File: config.mk
export PLATFORM = sky130hd
export DESIGN_NAME = recov_seq_ctrl
export DESIGN_NICKNAME = d
export VERILOG_FILES = /design/src/rtl/rsc_pkg.sv /design/src/rtl/rsc_any.sv /design/src/rtl/rsc_plan.sv /design/src/rtl/rsc_state.sv /design/src/rtl/recov_seq_ctrl.sv
export SDC_FILE = /design/constraint.sdc
export NUM_CORES = 1
export LEC_CHECK = 0
export BUFFER_PORTS_ARGS = -buffer_cell sky130_fd_sc_hd__clkbuf_2
export CAP_MARGIN = 5
export CORE_AREA = 5 5 42 44
export DETAILED_ROUTE_END_ITERATION = 10
export DIE_AREA = 0 0 47 49
export PLACE_DENSITY = 0.44
export SLEW_MARGIN = 40
export SYNTH_ARGS = -nofsm -noshare
export SYNTH_HDL_FRONTEND = slang
export SYNTH_SLANG_ARGS = --single-unit
File: constraint.sdc
create_clock -name clk -period 1.03 [get_ports clk]
set_input_delay 0.1545 -clock clk [delete_from_list [all_inputs] [get_ports clk]]
set_output_delay 0.1545 -clock clk [all_outputs]
set_load 0.1 [all_outputs]
File: src/rtl/rsc_pkg.sv
package rsc_pkg;

   typedef enum logic [1:0] {
      SRC_NONE = 2'd0,
      SRC_EXEC = 2'd1,
      SRC_LEFT = 2'd2,
      SRC_DEC  = 2'd3
   } src_e;

   typedef enum logic {
      ST_RUN    = 1'b0,
      ST_REPLAY = 1'b1
   } mode_e;

   typedef struct packed {
      src_e  first;
      src_e  second;
      logic  sel_exec;
      logic  stall_nxt;
      mode_e mode_nxt;
   } plan_t;

endpackage

File: src/rtl/rsc_any.sv
module rsc_any #(
   parameter int WIDTH = 4,
   parameter int STYLE = 0
) (
   input  logic [WIDTH-1:0] vec_i,
   output logic             any_o
);
   generate
      if (STYLE == 0) begin : g_flat
         assign any_o = |vec_i;
      end else begin : g_chain
         logic [WIDTH:0] chain;
         assign chain[0] = 1'b0;
         for (genvar g = 0; g < WIDTH; g++) begin : g_lane
            assign chain[g+1] = chain[g] | vec_i[g];
         end
         assign any_o = chain[WIDTH];
      end
   endgenerate
endmodule

File: src/rtl/rsc_plan.sv
module rsc_plan
   import rsc_pkg::*;
(
   input  mode_e mode_i,
   input  logic  fault_i,
   input  logic  old_src_i,
   input  logic  x_any_i,
   input  logic  l_any_i,
   input  logic  d_any_i,
   output plan_t plan_o
);
   always_comb begin
      plan_o = '{first: SRC_LEFT, second: SRC_DEC, sel_exec: 1'b0,
                 stall_nxt: 1'b0, mode_nxt: ST_RUN};
      if (fault_i) begin
         plan_o.first    = SRC_EXEC;
         plan_o.sel_exec = 1'b1;
         if (old_src_i) begin
            plan_o.second    = SRC_NONE;
            plan_o.stall_nxt = 1'b1;
            plan_o.mode_nxt  = ST_REPLAY;
         end else begin
            plan_o.second    = SRC_DEC;
         end
      end else if (mode_i == ST_REPLAY && x_any_i) begin
         plan_o.first     = SRC_EXEC;
         plan_o.second    = SRC_NONE;
         plan_o.sel_exec  = 1'b1;
         plan_o.stall_nxt = 1'b1;
         plan_o.mode_nxt  = ST_REPLAY;
      end else begin
         plan_o.stall_nxt = l_any_i | d_any_i;
      end
   end
endmodule

File: src/rtl/rsc_state.sv
module rsc_state
   import rsc_pkg::*;
(
   input  logic  clk,
   input  logic  rst_n,
   input  plan_t plan_i,
   output mode_e mode_o,
   output logic  stall_o
);
   always_ff @(posedge clk or negedge rst_n) begin
      if (!rst_n) begin
         mode_o  <= ST_RUN;
         stall_o <= 1'b0;
      end else begin
         mode_o  <= plan_i.mode_nxt;
         stall_o <= plan_i.stall_nxt;
      end
   end
endmodule

File: src/rtl/recov_seq_ctrl.sv
module recov_seq_ctrl
   import rsc_pkg::*;
#(
   parameter int ISSUES    = 4,
   parameter int ANY_STYLE = 0
) (
   input  logic              clk,
   input  logic              rst_n,
   input  logic              new_fault_i,
   input  logic              old_src_i,
   input  logic [ISSUES-1:0] xsh_pend_i,
   input  logic [ISSUES-1:0] lsh_pend_i,
   input  logic [ISSUES-1:0] dec_dep_i,
   output logic              src_sel_o,
   output logic [1:0]        pass0_src_o,
   output logic [1:0]        pass1_src_o,
   output logic              cap_left_o,
   output logic              cap_exec_o,
   output logic              stall_o
);
   localparam int LANES = ISSUES;

   generate
      if (ISSUES < 1 || ISSUES > 32) begin : g_bad_issues
         $error("recov_seq_ctrl: ISSUES must be within 1..32");
      end
      if (ANY_STYLE != 0 && ANY_STYLE != 1) begin : g_bad_style
         $error("recov_seq_ctrl: ANY_STYLE must be 0 or 1");
      end
   endgenerate

   logic  x_any, l_any, d_any;
   plan_t plan;
   mode_e mode_q;

   rsc_any #(.WIDTH(LANES), .STYLE(ANY_STYLE)) u_any_x (.vec_i(xsh_pend_i), .any_o(x_any));
   rsc_any #(.WIDTH(LANES), .STYLE(ANY_STYLE)) u_any_l (.vec_i(lsh_pend_i), .any_o(l_any));
   rsc_any #(.WIDTH(LANES), .STYLE(ANY_STYLE)) u_any_d (.vec_i(dec_dep_i),  .any_o(d_any));

   rsc_plan u_plan (
      .mode_i   (mode_q),
      .fault_i  (new_fault_i),
      .old_src_i(old_src_i),
      .x_any_i  (x_any),
      .l_any_i  (l_any),
      .d_any_i  (d_any),
      .plan_o   (plan)
   );

   rsc_state u_state (
      .clk    (clk),
      .rst_n  (rst_n),
      .plan_i (plan),
      .mode_o (mode_q),
      .stall_o(stall_o)
   );

   assign src_sel_o   = plan.sel_exec;
   assign pass0_src_o = plan.first;
   assign pass1_src_o = plan.second;
   assign cap_exec_o  = 1'b1;
   assign cap_left_o  = ~stall_o;

   AST_FAST_NO_STALL: assert property (@(posedge clk) disable iff (!rst_n)
      new_fault_i && !old_src_i |=> !stall_o);
   AST_SLOW_STALL: assert property (@(posedge clk) disable iff (!rst_n)
      new_fault_i && old_src_i |=> stall_o);
   AST_FAULT_EXEC_FIRST: assert property (@(posedge clk) disable iff (!rst_n)
      new_fault_i |-> src_sel_o && pass0_src_o == 2'd1);
   AST_REPLAY_HOLD: assert property (@(posedge clk) disable iff (!rst_n)
      mode_q == ST_REPLAY && !new_fault_i && x_any |=> stall_o && mode_q == ST_REPLAY);
   AST_RUN_CLEAR: assert property (@(posedge clk) disable iff (!rst_n)
      !new_fault_i && mode_q == ST_RUN && !l_any && !d_any |=> !stall_o);
   AST_LEFT_CAPTURE: assert property (@(posedge clk) disable iff (!rst_n)
      stall_o |-> !cap_left_o);
endmodule

==> flow_summary.toml, run 1 <==
[run_status]
outcome = "finished with violations"
violations = "negative setup slack"

[yosys]
yosys-top-cells-area = "dfrtp_1 32%, buf_4 24%, or4_1 9.7%, mux2i_2 8.9%, inv_1 7.3%"
synthTopCellsByCount = "5 x buf_4, 3 x inv_1, 2 x dfrtp_1, 2 x nor2_1, 2 x or4_1"
yosys_warnings = 0
synth_nets = 34
yosysMostFrequentCell = "buf_4"
avgSynthCellArea_um2 = 8.619
ys_async_sr_fraction = 1.000
netlist_instances = 18
ys.flop_type = "dfrtp_1"
seq_area_frac_synth = 0.3226
synth_area_um2 = 155.1
yosysUniqueCellTypes = 9
ys_ff_latch = 2
synth_top_area_frac = 0.3226
yosysTopAreaCell = "dfrtp_1"
synth-edff-count = 0

[cells_and_area]
drive_above_1_share = 0.7556
final_util = 0.3080
nNetsFinal = 62
syn2layout_area_growth_pct = 178.2
diodes = 0
stdcell_count = 61
fin_area_um2 = 431.7

[critical_path]
worstSetupPathType = "reg2out"
start_kind = "register"
slowest_stage = "dfrtp_1"
crit_chain = "o41a_1 > mux2i_2 > buf_4 > buf_12"
cp_max_fo = 3
worstPathRequired_ns = 0.88
crit_arrival_ns = 1.20
critPathBufInv = 2
critical-path-top-delay-family = "flip-flops"
slowest_delay_ns = 0.35
endpoint_kind = "output port"

[placed_design]
dpl.cell_count = 54
dp_slack_ns = -0.3015
port_buffers = 22
routabilityCongestion = 0.6445
placed_cell_area_um2 = 380.4

[run]
cap_violations = 0

[drt]
dr.pass1.iters = 2
wl_um = 573
route.detailed.wl_per_inst_um = 9.393
dr_total_vias = 220
drcViolationCount = 0
drt_iter0_drc = 2
vias_per_cell = 3.607
drtAntennaViolNets = 0

[timing]
fin_skew_ns = 0.002644
final-setup-viol-count = 8
drv_slew = 0
period_share = 1.319
rsz0062_at_grt = "yes"
hold_violations = 0
period_needed_ns = 1.358
fmax_mhz = 736.1
setup_ws_ns = -0.3284
whs_ns = 0.1616

[floorplan]
core_mm2 = 0.001401
die_area_mm2 = 0.002303
start_util = 0.1107
ios = 24
die_h_um = 49
rows = 14
die_w_um = 47

[pwr]
combPwrFrac = 0.585
switching_power_w = 0.0003080
swShare = 0.4452
internal-power_w = 0.0003838
power_per_cell_area_mw_per_mm2 = 1603
p_clk_frac = 0.280
p_leak_nw = 0.2162
power_frac_seq = 0.135
irDropWorstVdd_mv = 0.4241

[global_routing]
grt_pass1_vias = 223
grt_remaining_overflow = 0
grt_max_degree = 4
antenna_found_initial = 0
grt_first_pass_wirelength_um = 876
track_usage = 0.05646

[cts]
clock-sinks = 2
clkLatencyLatePin_ns = 0.23
cts_tree = "yes"
clkSlewWorstSetupHoldPaths_ns = 0.03
htreeDepth = 1
clock_path_buffers = 2
root_buffer = "clkbuf_4"
cts_inserted_buffers = 3

[hold_path]
holdCritPathClass = "in2reg"
[layout make-up]
class,count,area (um2)
Inverter,3,15.01
Clock buffer,4,26.28
Timing Repair Buffer,28,262.8
Tap cell,16,20.02
Multi-Input combinational cell,8,56.30
Fill cell,156,969.7
Sequential cell,2,51.30
[through the flow]
stage | power (W) | TNS [ns]
after floorplan | 0.0003478 | -1.896
after global placement | 0.0004846 | -1.821
after detailed placement | 0.0004847 | -1.831
after CTS | 0.0007024 | -1.885
after global routing | 0.0007286 | -2.561
final | 0.0006918 | -1.962
[logic make-up (layout without fill, tap and decap cells)]
| family | after synthesis | in the layout | share of synthesized area |
|---|---|---|---|
| AOI/OAI and AO/OA | 2 | 2 | 0.1048 |
| buffers and inverters | 8 | 35 | 0.3145 |
| DFF | 2 | 2 | 0.3226 |
| muxes | 1 | 1 | 0.08869 |
| other | 1 | 1 | 0.02417 |
| and+or+nand+nor | 4 | 4 | 0.1452 |
[worst paths after layout]
path	slack, ns	startpoint	end	cells after the start
worst max-delay path	-0.33	u_state.mode_o$_DFF_PN0_	pass1_src_o[1]	4
worst min-delay path	0.16	new_fault_i	u_state.stall_o$_DFF_PN0_	2
worst max register to register	-0.23	u_state.mode_o$_DFF_PN0_	u_state.stall_o$_DFF_PN0_	7
worst min register to register	1.15	u_state.mode_o$_DFF_PN0_	u_state.mode_o$_DFF_PN0_	7
max in group asynchronous	0.65	rst_n	u_state.stall_o$_DFF_PN0_	2
min in group asynchronous	0.27	rst_n	u_state.stall_o$_DFF_PN0_	2
[layout by cell type, fill, tap and decap left out, drive strengths merged]
cell type,netlist,routed
o21ai,1,1
clkbuf,0,19
inv,3,2
nor2,2,2
conb,1,1
o41a,1,1
buf,5,12
mux2i,1,1
dlygate4sd3,0,1
clkinvlp,0,1
dfrtp,2,2
or4,2,2
[flip-flops by register name, indices dropped and copies added, names as in the netlist]
signal and cells:
u_state.mode_o 1, u_state.stall_o 1
[layer usage]
metal / global-route usage / vias to the layer above / wire, um
met5: 0 / - / 0
met4: 0.04147 / 0 / 0
met3: 0.05535 / 0 / 164
met2: 0.06787 / 24 / 208
met1: 0.05752 / 88 / 199
li1: - / 108 / -
[power by group through the flow]
stage	Sequential (W)	Clock [W]	Combinational [W]
6_report	0.0000934	0.000194	0.000405
5_1_grt	0.0000949	0.000215	0.000419
4_1_cts	0.0000935	0.000208	0.000401
3_5_place_dp	0.0000945	0	0.000390
3_3_place_gp	0.0000945	0	0.000390
2_1_floorplan	0.000115	0	0.000232
[worst reg2reg max path, cell delays in order, from the launching register on]
cell     delay, ns
dfrtp_1       0.35
o41a_1        0.13
mux2i_2       0.15
buf_4         0.17
buf_4         0.11
buf_4         0.09
buf_4         0.09
o21ai_1       0.05
[timing repair]
action                                 4_1_cts  5_1_grt
gates cloned                                 0        0
gates resized for setup                      1        0
endpoints found under the hold margin        2        0
setup endpoints to repair                    8        8
hold buffers                                 1        0
setup buffers                                1        1
(Power assumes the default switching activity.)
==> run 2: changes to the inputs <==
--- a/config.mk
+++ b/config.mk
@@ -10,7 +10,6 @@
 export CORE_AREA = 5 5 42 44
 export DETAILED_ROUTE_END_ITERATION = 10
 export DIE_AREA = 0 0 47 49
-export PLACE_DENSITY = 0.44
 export SLEW_MARGIN = 40
 export SYNTH_ARGS = -nofsm -noshare
 export SYNTH_HDL_FRONTEND = slang
==> run 2 against run 1 <==
  * The flow still finishes with violations (negative setup slack)
  * Die area stayed put
  * Highest routed layer is now met4
  * Register-to-register slack better by 0.21 ns
  * Via count is 4.5% lower
  * Sequential share of layout area is 0.43 points higher
  * Critical endpoint unchanged
  * Design area is 3.5% lower
  * Routed wire length is 3.3% lower
  * Largest cell class unchanged
  * Non-clock buffer count is 2 lower
  * Cell count is 3.3% lower
  * Count of clock-buffer cells in the layout stayed put
  * Core utilization is 1.1 points lower
==> flow_summary.toml, run 2 (synthesized netlist as in run 1, its figures left out) <==
[run_status]
outcome = "finished with violations"
violations = "negative setup slack"

[placed_design]
routabilityCongestion = 0.5537
placed_cell_area_um2 = 372.9
port_buffers = 22
dp_hpwl_um = 493.7
dpl.cell_count = 53

[floorplan]
die_w_um = 47
die_area_mm2 = 0.002303
die_h_um = 49
rows = 14
core_mm2 = 0.001401
start_util = 0.1107
ios = 24

[critical_path]
slowest_delay_ns = 0.35
start_kind = "register"
worstSetupPathType = "reg2out"
worstPathRequired_ns = 0.88
regToRegEndpoint = "u_state.mode_o$_DFF_PN0_"
critical-path-top-delay-family = "flip-flops"
regToRegStartpoint = "u_state.mode_o$_DFF_PN0_"
cp_max_fo = 4
crit_chain = "o41a_1 > mux2i_2 > buf_4 > buf_12"
critPathBufInv = 2
endpoint_kind = "output port"
reg2reg_slack_ns = -0.02
crit_arrival_ns = 1.22
worst-r2r-cell-count = 5
slowest_stage = "dfrtp_1"

[cells_and_area]
fin_area_um2 = 416.7
diodes = 0
final_util = 0.2973
final_common_cell = "clkbuf_2"
largestRegisters = "u_state.mode_o (1), u_state.stall_o (1)"
drive_above_1_share = 0.7442
final_cell_mix = "15 x clkbuf_2, 7 x buf_12, 3 x clkbuf_4, 3 x buf_4"
syn2layout_area_growth_pct = 168.5
fill_cells = 155
stdcell_count = 59
nNetsFinal = 60

[global_routing]
grt_first_pass_wirelength_um = 855
grt_remaining_overflow = 0
grt_pass1_vias = 240
grt_max_degree = 5
track_usage = 0.06135
antenna_found_initial = 0

[timing]
drv_slew = 0
whs_ns = 0.1585
period_needed_ns = 1.374
hold_violations = 0
period_share = 1.334
fin_skew_ns = 0.007274
fmax_mhz = 727.9
setup_tns_ns = -1.656
rsz0062_at_grt = "yes"
setup_ws_ns = -0.3438
final-setup-viol-count = 7

[hold_path]
min_from = "new_fault_i"
holdPathEnd = "u_state.stall_o$_DFF_PN0_"
holdCritPathClass = "in2reg"
whs_path_depth = 2

[cts]
clock_path_buffers = 2
clock-sinks = 2
cts_inserted_buffers = 3
cts_tree = "yes"
clkSlewWorstSetupHoldPaths_ns = 0.04
htreeDepth = 1
clkLatencyLatePin_ns = 0.23
root_buffer = "clkbuf_4"

[run]
cap_violations = 0

[drt]
route.detailed.wl_per_inst_um = 9.390
vias_per_cell = 3.559
dr_total_vias = 210
dr.pass1.iters = 1
drt_iter0_drc = 0
drtAntennaViolNets = 0
drcViolationCount = 0
wl_um = 554

[pwr]
p_leak_nw = 0.2060
power_per_cell_area_mw_per_mm2 = 1650
irDropWorstVdd_mv = 0.3582
## run 2: cell count changes in the layout (fill, tap and decap cells not counted)
cell and delta:
buf_4 -2
## run 2: repair_timing
item | in CTS | in global routing
setup endpoints to repair | 6 | 8
hold buffers | 1 | 0
resized for setup | 0 | 1
endpoints found under the hold margin | 2 | 0
pin swaps | 1 | 0
gates cloned | 0 | 0
setup buffers | 0 | 1
## run 2: stage by stage
| step | setup WS (ns) | total power, W |
|---|---|---|
| floorplan | -0.6674 | 0.0003478 |
| global placement | -0.3204 | 0.0004758 |
| detailed placement | -0.3198 | 0.0004795 |
| CTS | -0.3699 | 0.0006981 |
| global route | -0.4233 | 0.0007176 |
| finish | -0.3438 | 0.0006873 |
## run 2: routing by layer
metal / GRT usage / vias to the layer above / routed length (um)
met5: 0 / - / 0
met4: 0.08295 / 0 / 19
met3: 0.03690 / 2 / 99
met2: 0.09050 / 19 / 282
met1: 0.04194 / 87 / 153
li1: - / 102 / -
## run 2: worst max-delay path by stage
stage                             startpoint             end  slack [ns]  cells after the start
floorplan           u_state.mode_o$_DFF_PN0_  pass0_src_o[0]       -0.67                      4
global placement               xsh_pend_i[1]  pass1_src_o[0]       -0.32                      5
global route        u_state.mode_o$_DFF_PN0_  pass1_src_o[1]       -0.42                      4
finish              u_state.mode_o$_DFF_PN0_  pass1_src_o[1]       -0.34                      4
CTS                 u_state.mode_o$_DFF_PN0_  pass1_src_o[1]       -0.37                      4
detailed placement             xsh_pend_i[1]  pass1_src_o[0]       -0.32                      5
## run 2: area by class of cell
class	instances	area, um2	area share
Inverter	3	15.01	0.03604
Tap cell	16	20.02	0.04805
Clock buffer	4	26.28	0.06306
Multi-Input combinational cell	8	56.30	0.1351
Sequential cell	2	51.30	0.1231
Timing Repair Buffer	26	247.7	0.5946
## run 2: where the power goes
| group | leakage [nW] | internal (W) | total (W) | switching (W) |
|---|---|---|---|---|
| Clock | 0.0150 | 0.000145 | 0.000202 | 0.0000576 |
| Sequential | 0.0215 | 0.0000870 | 0.0000932 | 0.00000617 |
| Combinational | 0.170 | 0.000143 | 0.000392 | 0.000249 |
| Total | 0.206 | 0.000374 | 0.000687 | 0.000313 |
==> run 3: changes to the inputs <==
--- a/config.mk
+++ b/config.mk
@@ -10,6 +10,7 @@
 export CORE_AREA = 5 5 42 44
 export DETAILED_ROUTE_END_ITERATION = 10
 export DIE_AREA = 0 0 47 49
+export PLACE_DENSITY = 0.51
 export SLEW_MARGIN = 40
 export SYNTH_ARGS = -nofsm -noshare
 export SYNTH_HDL_FRONTEND = slang
==> run 3 against run 2 <==
  * The flow still finishes with violations (negative setup slack)
  * Clock skew decreased by 0.0027 ns
  * Design area increased by 2.7%
  * Power increased by 0.98%
  * Cell count increased by 1.7%
  * Largest power group unchanged
  * Die area unchanged
  * Critical endpoint is now pass1_src_o[0]
==> flow_summary.toml, run 3 (synthesized netlist as in run 1, its figures left out) <==
[timing]
fmax_mhz = 737.1
period_share = 1.317
hold_violations = 0
fin_skew_ns = 0.004604
whs_ns = 0.1571
rsz0062_at_grt = "yes"
final-setup-viol-count = 8
setup_ws_ns = -0.3266
period_needed_ns = 1.357
drv_slew = 0

[placed_design]
routabilityCongestion = 0.6134
port_buffers = 22
dp_hpwl_um = 458.4

[floorplan]
die_area_mm2 = 0.002303
core_mm2 = 0.001401
start_util = 0.1107
die_h_um = 49
die_w_um = 47
ios = 24
rows = 14

[pwr]
swShare = 0.4494
internal-power_w = 0.0003821
total_power_w = 0.0006940
p_clk_frac = 0.290
power_frac_seq = 0.134
irDropWorstVdd_mv = 0.3426
combPwrFrac = 0.576
power_per_cell_area_mw_per_mm2 = 1622
switching_power_w = 0.0003119
p_leak_nw = 0.2127

[drt]
route.detailed.wl_per_inst_um = 8.600
wl_um = 516
drcViolationCount = 0
met3_wirelength_um = 89
dr.pass1.iters = 1
vias_per_cell = 3.650
dr_total_vias = 219
drtAntennaViolNets = 0
drt_iter0_drc = 0
wirelength_met1_um = 168
route.met2.wl_um = 238
routed.top_layer = "met4"

[cts]
clock-sinks = 2
clock_path_buffers = 2
cts_tree = "yes"
cts_inserted_buffers = 3
clkSlewWorstSetupHoldPaths_ns = 0.04
clkLatencyLatePin_ns = 0.23
root_buffer = "clkbuf_4"
htreeDepth = 1

[global_routing]
track_usage = 0.05004
antenna_found_initial = 0
grt_pass1_vias = 231
grt_max_degree = 4
grt_remaining_overflow = 0
grt_first_pass_wirelength_um = 779

[cells_and_area]
largestRegisters = "u_state.mode_o (1), u_state.stall_o (1)"
nNetsFinal = 61
drive_above_1_share = 0.7500
final_common_cell = "clkbuf_2"
final_cell_mix = "15 x clkbuf_2, 7 x buf_12, 3 x clkbuf_4, 3 x buf_4"
fill_cells = 163
syn2layout_area_growth_pct = 175.8
diodes = 0
multi_input_comb_area_um2 = 56.30
regArea_um2 = 51.30

[critical_path]
endpoint_kind = "output port"
start_kind = "register"
worstPathRequired_ns = 0.88
worstSetupPathType = "reg2out"
worst-r2r-cell-count = 6
crit_arrival_ns = 1.20
cp_max_fo = 3

[hold_path]
whs_path_depth = 2
holdCritPathClass = "in2reg"

[run]
cap_violations = 0

[run_status]
outcome = "finished with violations"
violations = "negative setup slack"
run 3: layout make-up:
class                   count  area share
clock buffers               4     0.06140
well taps                  16     0.04678
inverters                   3     0.03509
repair buffers             27      0.6053
multi-input cells           8      0.1316
flip-flops and latches      2      0.1199
run 3: path summary, 6_finish.rpt:
kind | from | to | slack (ns)
hold / removal | new_fault_i | u_state.stall_o$_DFF_PN0_ | 0.16
hold reg to reg | u_state.mode_o$_DFF_PN0_ | u_state.mode_o$_DFF_PN0_ | 1.01
max in group asynchronous | rst_n | u_state.stall_o$_DFF_PN0_ | 0.68
setup reg to reg | u_state.mode_o$_DFF_PN0_ | u_state.stall_o$_DFF_PN0_ | -0.12
min in group asynchronous | rst_n | u_state.stall_o$_DFF_PN0_ | 0.24
setup / recovery | u_state.mode_o$_DFF_PN0_ | pass1_src_o[0] | -0.33
run 3: critical path, stage by stage, from the launching register on:
cell,delay (ns)
dfrtp_1,0.35
o41a_1,0.12
mux2i_2,0.16
buf_4,0.17
buf_12,0.17
run 3: stage by stage:
step	util	worst slack [ns]	std cells	TNS (ns)	instance area [um2]
final	0.3054	-0.3266	60	-1.675	427.9
after detailed placement	0.2661	-0.2981	53	-1.572	372.9
after floorplan	-	-0.6674	18	-1.896	167.7
after global placement	0.2661	-0.2998	53	-1.601	372.9
after CTS	0.2973	-0.3383	59	-1.620	416.7
after global routing	0.3054	-0.3910	60	-2.165	427.9
run 3: power by group through the flow:
stage	Clock (W)	Sequential, W	Combinational (W)
2_1_floorplan	0	0.000115	0.000232
3_3_place_gp	0	0.0000940	0.000382
3_5_place_dp	0	0.0000941	0.000383
4_1_cts	0.000208	0.0000932	0.000394
5_1_grt	0.000217	0.0000944	0.000413
6_report	0.000201	0.0000930	0.000400
run 3: layer usage:
layer / vias up / GRT usage
met2: 21 / 0.07919
met5: - / 0
met4: 0 / 0.06912
met1: 89 / 0.04626
met3: 2 / 0
li1: 107 / -
run 3: timing repair:
item	4_1_cts	5_1_grt
gates resized for setup	1	1
hold endpoints to repair	2	0
buffers inserted	1	1
pin swaps	0	0
setup endpoints to repair	6	8
hold buffers	1	0
